<file path="src/rtl/plane_rw_pkg.sv">
package plane_rw_pkg;

   typedef enum logic [1:0] {
      WM_ROTATED = 2'd0,
      WM_LATCHED = 2'd1,
      WM_COLOR   = 2'd2,
      WM_MASKED  = 2'd3
   } wmode_e;

   typedef enum logic [1:0] {
      LF_PASS = 2'd0,
      LF_AND  = 2'd1,
      LF_OR   = 2'd2,
      LF_XOR  = 2'd3
   } lfunc_e;

   localparam int unsigned IX_SETRST = 0;
   localparam int unsigned IX_SREN   = 1;
   localparam int unsigned IX_CCMP   = 2;
   localparam int unsigned IX_ROTFN  = 3;
   localparam int unsigned IX_RMAP   = 4;
   localparam int unsigned IX_MODE   = 5;
   localparam int unsigned IX_HOLE   = 6;
   localparam int unsigned IX_DCARE  = 7;
   localparam int unsigned IX_BMASK  = 8;

endpackage

</file>
<file path="src/rtl/prw_regbank.sv">
module prw_regbank
   import plane_rw_pkg::*;
#(
   parameter int unsigned DW = 8,
   parameter int unsigned NP = 4,
   parameter int unsigned RW = 3
) (
   input  logic          clk,
   input  logic          rst_n,
   input  logic          reg_we,
   input  logic          reg_sel_data,
   input  logic [DW-1:0] reg_wdata,
   output logic [NP-1:0] sr_o,
   output logic [NP-1:0] sren_o,
   output logic [NP-1:0] ccmp_o,
   output logic [NP-1:0] dcare_o,
   output logic [RW-1:0] rot_o,
   output lfunc_e        fn_o,
   output logic [1:0]    rmap_o,
   output wmode_e        wmode_o,
   output logic          rmode_o,
   output logic [DW-1:0] bmask_o
);

   logic [DW-1:0] idx;

   always_ff @(posedge clk or negedge rst_n) begin
      if (!rst_n) begin
         idx     <= '0;
         sr_o    <= '0;
         sren_o  <= '0;
         ccmp_o  <= '0;
         dcare_o <= '0;
         rot_o   <= '0;
         fn_o    <= LF_PASS;
         rmap_o  <= '0;
         wmode_o <= WM_ROTATED;
         rmode_o <= 1'b0;
         bmask_o <= '1;
      end else if (reg_we) begin
         if (!reg_sel_data) begin
            idx <= reg_wdata;
         end else begin
            case (idx)
               DW'(IX_SETRST): sr_o    <= reg_wdata[NP-1:0];
               DW'(IX_SREN):   sren_o  <= reg_wdata[NP-1:0];
               DW'(IX_CCMP):   ccmp_o  <= reg_wdata[NP-1:0];
               DW'(IX_ROTFN): begin
                  rot_o <= reg_wdata[RW-1:0];
                  fn_o  <= lfunc_e'(reg_wdata[RW+1:RW]);
               end
               DW'(IX_RMAP):   rmap_o  <= reg_wdata[1:0];
               DW'(IX_MODE): begin
                  wmode_o <= wmode_e'(reg_wdata[1:0]);
                  rmode_o <= reg_wdata[3];
               end
               DW'(IX_DCARE):  dcare_o <= reg_wdata[NP-1:0];
               DW'(IX_BMASK):  bmask_o <= reg_wdata;
               default: ;
            endcase
         end
      end
   end


   bmask_load_chk: assert property (@(posedge clk) disable iff (!rst_n)
      (reg_we && reg_sel_data && idx == DW'(IX_BMASK)) |=> bmask_o == $past(reg_wdata));


   stray_idx_chk: assert property (@(posedge clk) disable iff (!rst_n)
      (reg_we && reg_sel_data && (idx == DW'(IX_HOLE) || idx > DW'(IX_BMASK)))
      |=> ($stable(bmask_o) && $stable(wmode_o) && $stable(rmode_o) && $stable(sr_o)
           && $stable(sren_o) && $stable(rot_o) && $stable(fn_o) && $stable(dcare_o)));

endmodule

</file>
<file path="src/rtl/prw_latchbank.sv">
module prw_latchbank #(
   parameter int unsigned DW = 8,
   parameter int unsigned NP = 4
) (
   input  logic             clk,
   input  logic             rst_n,
   input  logic             load_i,
   input  logic [NP*DW-1:0] d_i,
   output logic [NP*DW-1:0] q_o
);

   always_ff @(posedge clk or negedge rst_n) begin
      if (!rst_n)
         q_o <= '0;
      else if (load_i)
         q_o <= d_i;
   end


   latch_load_chk: assert property (@(posedge clk) disable iff (!rst_n)
      load_i |=> q_o == $past(d_i));


   latch_hold_chk: assert property (@(posedge clk) disable iff (!rst_n)
      !load_i |=> $stable(q_o));

endmodule

</file>
<file path="src/rtl/prw_writepath.sv">
module prw_writepath
   import plane_rw_pkg::*;
#(
   parameter int unsigned DW = 8,
   parameter int unsigned NP = 4,
   parameter int unsigned RW = 3
) (
   input  logic [DW-1:0]    cpu_wdata_i,
   input  logic [NP*DW-1:0] latch_i,
   input  logic [NP-1:0]    sr_i,
   input  logic [NP-1:0]    sren_i,
   input  logic [RW-1:0]    rot_i,
   input  lfunc_e           fn_i,
   input  wmode_e           wmode_i,
   input  logic [DW-1:0]    bmask_i,
   output logic [NP*DW-1:0] wdata_o
);

   logic [2*DW-1:0] dbl;
   logic [DW-1:0]   rot_data;
   logic [DW-1:0]   eff_mask;

   assign dbl      = {cpu_wdata_i, cpu_wdata_i} >> rot_i;
   assign rot_data = dbl[DW-1:0];
   assign eff_mask = (wmode_i == WM_MASKED) ? (bmask_i & rot_data) : bmask_i;

   for (genvar p = 0; p < NP; p++) begin : g_plane
      logic [DW-1:0] lat;
      logic [DW-1:0] src;
      logic [DW-1:0] res;

      assign lat = latch_i[p*DW +: DW];

      always_comb begin
         case (wmode_i)
            WM_COLOR:   src = {DW{cpu_wdata_i[p]}};
            WM_ROTATED: src = sren_i[p] ? {DW{sr_i[p]}} : rot_data;
            default:    src = rot_data;
         endcase
         case (fn_i)
            LF_AND:  res = src & lat;
            LF_OR:   res = src | lat;
            LF_XOR:  res = src ^ lat;
            default: res = src;
         endcase
      end

      assign wdata_o[p*DW +: DW] = (wmode_i == WM_LATCHED) ? lat
                                 : ((res & eff_mask) | (lat & ~eff_mask));
   end

endmodule

</file>
<file path="src/rtl/prw_readpath.sv">
module prw_readpath #(
   parameter int unsigned DW = 8,
   parameter int unsigned NP = 4
) (
   input  logic             clk,
   input  logic             rst_n,
   input  logic             rd_i,
   input  logic [NP*DW-1:0] plane_i,
   input  logic             rmode_i,
   input  logic [1:0]       rmap_i,
   input  logic [NP-1:0]    ccmp_i,
   input  logic [NP-1:0]    dcare_i,
   output logic [DW-1:0]    rdata_o
);

   logic [DW-1:0] sel;
   logic [DW-1:0] cmp;

   always_comb begin
      sel = '0;
      for (int p = 0; p < NP; p++) begin
         if (rmap_i == 2'(p))
            sel = plane_i[p*DW +: DW];
      end
      for (int i = 0; i < DW; i++) begin
         cmp[i] = 1'b1;
         for (int p = 0; p < NP; p++) begin
            if (dcare_i[p] && (plane_i[p*DW + i] != ccmp_i[p]))
               cmp[i] = 1'b0;
         end
      end
   end

   assign rdata_o = !rd_i ? '0 : (rmode_i ? cmp : sel);


   no_care_chk: assert property (@(posedge clk) disable iff (!rst_n)
      (rd_i && rmode_i && dcare_i == '0) |-> rdata_o == '1);


   idle_read_chk: assert property (@(posedge clk) disable iff (!rst_n)
      !rd_i |-> rdata_o == '0);

endmodule

</file>
<file path="src/rtl/plane_rw_path.sv">
module plane_rw_path
   import plane_rw_pkg::*;
#(
   parameter int unsigned DW = 8,
   parameter int unsigned NP = 4
) (
   input  logic             clk,
   input  logic             rst_n,
   input  logic             reg_we,
   input  logic             reg_sel_data,
   input  logic [DW-1:0]    reg_wdata,
   input  logic             mem_wr,
   input  logic             mem_rd,
   input  logic [DW-1:0]    cpu_wdata,
   input  logic [NP-1:0]    plane_wen,
   input  logic [NP*DW-1:0] plane_rdata,
   output logic [NP-1:0]    plane_we,
   output logic [NP*DW-1:0] plane_wdata,
   output logic [DW-1:0]    cpu_rdata
);

   localparam int unsigned RW = $clog2(DW);

   if (DW < 8 || (DW & (DW - 1)) != 0) begin : g_bad_dw
      $error("plane_rw_path: DW must be a power of two of at least 8");
   end
   if (NP < 1 || NP > 4) begin : g_bad_np
      $error("plane_rw_path: NP must lie between 1 and 4");
   end

   logic [NP-1:0]    sr, sren, ccmp, dcare;
   logic [RW-1:0]    rot;
   lfunc_e           fn;
   logic [1:0]       rmap;
   wmode_e           wmode;
   logic             rmode;
   logic [DW-1:0]    bmask;
   logic [NP*DW-1:0] latch_q;

   prw_regbank #(.DW(DW), .NP(NP), .RW(RW)) u_regs (
      .clk, .rst_n, .reg_we, .reg_sel_data, .reg_wdata,
      .sr_o(sr), .sren_o(sren), .ccmp_o(ccmp), .dcare_o(dcare),
      .rot_o(rot), .fn_o(fn), .rmap_o(rmap), .wmode_o(wmode),
      .rmode_o(rmode), .bmask_o(bmask)
   );

   prw_latchbank #(.DW(DW), .NP(NP)) u_latch (
      .clk, .rst_n, .load_i(mem_rd), .d_i(plane_rdata), .q_o(latch_q)
   );

   prw_writepath #(.DW(DW), .NP(NP), .RW(RW)) u_wr (
      .cpu_wdata_i(cpu_wdata), .latch_i(latch_q), .sr_i(sr), .sren_i(sren),
      .rot_i(rot), .fn_i(fn), .wmode_i(wmode), .bmask_i(bmask),
      .wdata_o(plane_wdata)
   );

   prw_readpath #(.DW(DW), .NP(NP)) u_rd (
      .clk, .rst_n, .rd_i(mem_rd), .plane_i(plane_rdata), .rmode_i(rmode),
      .rmap_i(rmap), .ccmp_i(ccmp), .dcare_i(dcare), .rdata_o(cpu_rdata)
   );

   assign plane_we = mem_wr ? plane_wen : '0;


   we_idle_chk: assert property (@(posedge clk) disable iff (!rst_n)
      !mem_wr |-> plane_we == '0);


   we_subset_chk: assert property (@(posedge clk) disable iff (!rst_n)
      (plane_we & ~plane_wen) == '0);


   latch_copy_chk: assert property (@(posedge clk) disable iff (!rst_n)
      (mem_wr && wmode == WM_LATCHED) |-> plane_wdata == latch_q);


   zero_mask_chk: assert property (@(posedge clk) disable iff (!rst_n)
      (mem_wr && bmask == '0) |-> plane_wdata == latch_q);


   read_sel_chk: assert property (@(posedge clk) disable iff (!rst_n)
      (mem_rd && !rmode && 32'(rmap) < NP) |-> cpu_rdata == plane_rdata[32'(rmap)*DW +: DW]);

endmodule

</file>
<file path="config.mk">
export PLATFORM = sky130hd
export DESIGN_NAME = plane_rw_path
export DESIGN_NICKNAME = d
export VERILOG_FILES = /design/src/rtl/plane_rw_pkg.sv /design/src/rtl/prw_regbank.sv /design/src/rtl/prw_latchbank.sv /design/src/rtl/prw_writepath.sv /design/src/rtl/prw_readpath.sv /design/src/rtl/plane_rw_path.sv
export SDC_FILE = /design/constraint.sdc
export NUM_CORES = 1
export LEC_CHECK = 0
export ABC_AREA = 1
export BUFFER_PORTS_ARGS = -buffer_cell sky130_fd_sc_hd__buf_2
export CORE_ASPECT_RATIO = 0.9
export CORE_MARGIN = 2
export CORE_UTILIZATION = 50
export CTS_BUF_LIST = sky130_fd_sc_hd__clkbuf_2
export DETAILED_ROUTE_END_ITERATION = 8
export MAX_ROUTING_LAYER = met4
export PLACE_DENSITY_LB_ADDON = 0.25
export SLEW_MARGIN = 10
export SYNTH_ARGS = -nofsm -noshare
export SYNTH_HDL_FRONTEND = slang
export SYNTH_SLANG_ARGS = --single-unit
export TNS_END_PERCENT = 20
</file>
<file path="constraint.sdc">
create_clock -name clk -period 2.23 [get_ports clk]
set_input_delay 0.223 -clock clk [delete_from_list [all_inputs] [get_ports clk]]
set_output_delay 0.223 -clock clk [all_outputs]
set_load 0.02 [all_outputs]
</file>
==> metrics.txt <==
status complete, but fails checks; failing checks negative setup slack; Worst Clk Skew 0.0178 ns; Clock power frac 11.2%; Top Ports 102; Worst Min Path Start reg_wdata[1]; worst reg2reg path depth 5; NetSw between 3 and 4 mW; RD Place Congestion roughly 1; Tcrit/Tclk final 145%; GRT Resource Usage Total 35.8%; global-route wire length before repair around 42 mm; CP max-delay cell dfrtp_2; H-tree levels 3; HP Class input port to register; Req. time, crit path 2.01 ns; DP Cell Count 1572; Switching Fraction 48.6%; max-cap violation count 0; hold path cells 3; Reg power frac 22.4%; floorplan row count 41; R2R Setup Slk 0.49 ns; wire per inst 16.0 µm; reg2reg end u_regs.bmask_o[5]; Worst Path Arrival 3.02 ns; Tmin final roughly 3.2 ns; CORE AREA 14000 µm²; mapped cell area around 7000 µm²; drc violations 0; Post-Layout Cell Count between 1500 and 2000; antenna-violating nets left 0; Iter 0 DRT Violations 824; max incr delay on CP 0.48 ns; Comb power frac 66.4%; largest net degree at the start of global routing between 40 and 50; vias in the first global route roughly 8200; Setup Viol. Count Final 37; cell count after synthesis 1201; WL final 26.3 mm; Port Buffers 101; Min-Delay Endpoint u_regs.wmode_o[1]; post-layout worst setup margin -1.01 ns; Die Height 118 µm; Int Power slightly below 4 mW; initial antenna violation count 1; commonest non-fill, non-tap cell in the layout nand2_1; Placed Area 8800 µm²; RSZ-0062 raised after global routing yes; starting density of the core 51.3%; most frequent cells in the layout 477 x nand2_1, 156 x inv_1, 137 x buf_4; Worst Setup End Kind primary output; total number of vias 8834; P&R area growth vs syn 39.9%; fill cell count 1224; Yosys reg bits 74; Detail Placement HPWL 18.8 mm; Most Frequent Cell on Critical Path nand2_1; Synth Area per Inst 5.98 µm²; Crit path max-delay family simple AND/OR/NAND/NOR gates; CTS tree built; critical path fanouts, max 8; Power Dens Cells 770 nW/µm²; Synth Net Count 1291; die area about 15000 µm²; fin. max-slew vios 0; Peak VDD IR 0.596 mV; share of layout cells above drive strength 1 29.6%; CTS Buf Count 9; Critical R2R Launch u_regs.idx[0]; Buf/Inv on CP 4; chip width 130 µm; clock transition at the registers of the reported paths 0.26 ns; Synth warnings 0; Slew @ Worst Pin 0.679 ns; drt pass-1 iters 5; f_max 309 MHz; final hold violations 0; Slew HR 54.6%; DR vias/cell 5.39; WS Path Type register to primary output; clk buf depth 2; Pleak 5.41 nW; CTS Sinks 74; CP cell instances buf_12 > inv_12 > nand2_2 > nand3_2 > nand3_2 > nand2_4 > nand2_1 > nand2_1 > nand2_1 > nand2_1 > ha_1 > a221oi_2 > nand2_1 > nand2_1 > nand2_1 > nand2_1 > inv_1 > buf_2; CP Depth 18; Synth cell types 33; CTS root buf clkbuf_2; Power Total 7.74 mW; pre-CTS setup slack -0.528 ns; Final Instance Area between 10000 and 15000 µm²; CP startpoint kind register; Clock Latency Late Sink 0.61 ns; Layout Nets 1531; GRT overflow 0; sequential area share after synthesis between 20 and 30%
worst register-to-register path: cells and delay by family (launching register included):
kind            cells  cell delay (ns)
compound gates      1             0.37
buf+inv             1             0.08
simple gates        3             0.73
flops               1             0.48
registers in the layout, summed over array words and instances (netlist names), 3 cells and up:
name and cells:
u_regs.bmask_o 8, u_regs.sr_o 4, u_regs.sren_o 4, u_regs.ccmp_o 4, u_regs.dcare_o 4, u_latch.q_o 32, u_regs.rot_o 3, u_regs.idx 8
cell usage after synthesis:
cell type | n | area [µm²]
nor4_1 | 1 | 6.26
or2_2 | 2 | 12.5
o221ai_1 | 5 | 43.8
nand2_4 | 4 | 45.0
inv_2 | 3 | 11.3
buf_2 | 10 | 50.1
o21ai_0 | 109 | 546
inv_8 | 1 | 11.3
nor3_1 | 3 | 15.0
a21oi_2 | 5 | 43.8
nand3_2 | 5 | 50.1
inv_1 | 160 | 601
a221oi_1 | 9 | 78.8
clkbuf_1 | 25 | 93.8
o2111ai_1 | 2 | 17.5
o21ai_1 | 5 | 25.0
dfrtp_1 | 66 | 1650
nor2_1 | 13 | 48.8
dfstp_2 | 8 | 210
buf_4 | 3 | 22.5
buf_1 | 6 | 22.5
o211ai_1 | 5 | 37.5
nor2_2 | 1 | 6.26
nand3_1 | 126 | 631
a21oi_1 | 38 | 190
xor2_1 | 4 | 35.0
nand2_1 | 513 | 1930
a21boi_4 | 8 | 150
nand2_2 | 20 | 125
buf_6 | 2 | 22.5
nor2_4 | 1 | 11.3
nand4_1 | 6 | 37.5
ha_1 | 32 | 400
through the flow:
step                hold slack [ns]  setup TNS [ns]  util [%]
floorplan                   -0.0726          -0.167         -
global placement              0.287          -11.07      62.8
detailed placement            0.288          -12.97      62.8
CTS                          0.0103          -29.50      69.3
global route                 0.0476          -37.70      71.7
finish                       0.0328          -29.97      71.7
power by group through the flow:
stage / Sequential (mW) / Clock (mW) / Combinational [mW]
finish: 1.74 / 0.866 / 5.13
global placement: 1.74 / 0 / 4.34
floorplan: 1.64 / 0 / 2.86
global route: 1.75 / 0.934 / 5.71
CTS: 1.72 / 0.879 / 4.73
detailed placement: 1.74 / 0 / 4.44
logic make-up after synthesis:
group	count (synthesis)	synth area share (%)
DFF	74	25.9
adders and majority gates	32	5.58
and+or+nand+nor	695	40.6
xor gates and xnor gates	4	0.488
buffers and inverters	210	11.6
AOI/OAI and AO/OA	186	15.8
layout make-up:
cell class | count | area [µm²] | area share [%]
Tap cell | 193 | 241 | 2.40
Antenna cell | 1 | 2.50 | 0.0249
Clock inverter | 7 | 81.3 | 0.810
Inverter | 164 | 637 | 6.34
Sequential cell | 74 | 1870 | 18.6
Multi-Input combinational cell | 917 | 5090 | 50.7
Clock buffer | 9 | 45.0 | 0.448
Timing Repair Buffer | 275 | 2080 | 20.7
timing repair:
action	CTS	global route
resized for setup	88	74
pin swaps	22	36
endpoints found under the hold margin	97	0
hold buffers	39	0
setup buffers	6	6
endpoints found under the setup margin	40	40
worst max-delay path by stage:
stage,start,to,slack [ns]
final,u_regs.rot_o[0],plane_wdata[12],-1.01
after global routing,u_regs.rot_o[0],plane_wdata[6],-1.19
after CTS,u_regs.rot_o[0],plane_wdata[12],-0.96
after detailed placement,u_regs.rot_o[0],plane_wdata[6],-0.53
after global placement,u_regs.rot_o[0],plane_wdata[6],-0.48
after floorplan,u_regs.rot_o[0],plane_wdata[13],-0.04
routing by layer:
layer	part of all wire [%]	track usage (%)	up-vias
met5	0	-	-
met4	3.3	13.8	0
met3	8.4	4.82	82
met2	45	54.9	448
met1	43	47.9	3997
li1	-	-	4307
Note: power is estimated with default switching activity, not from simulation.
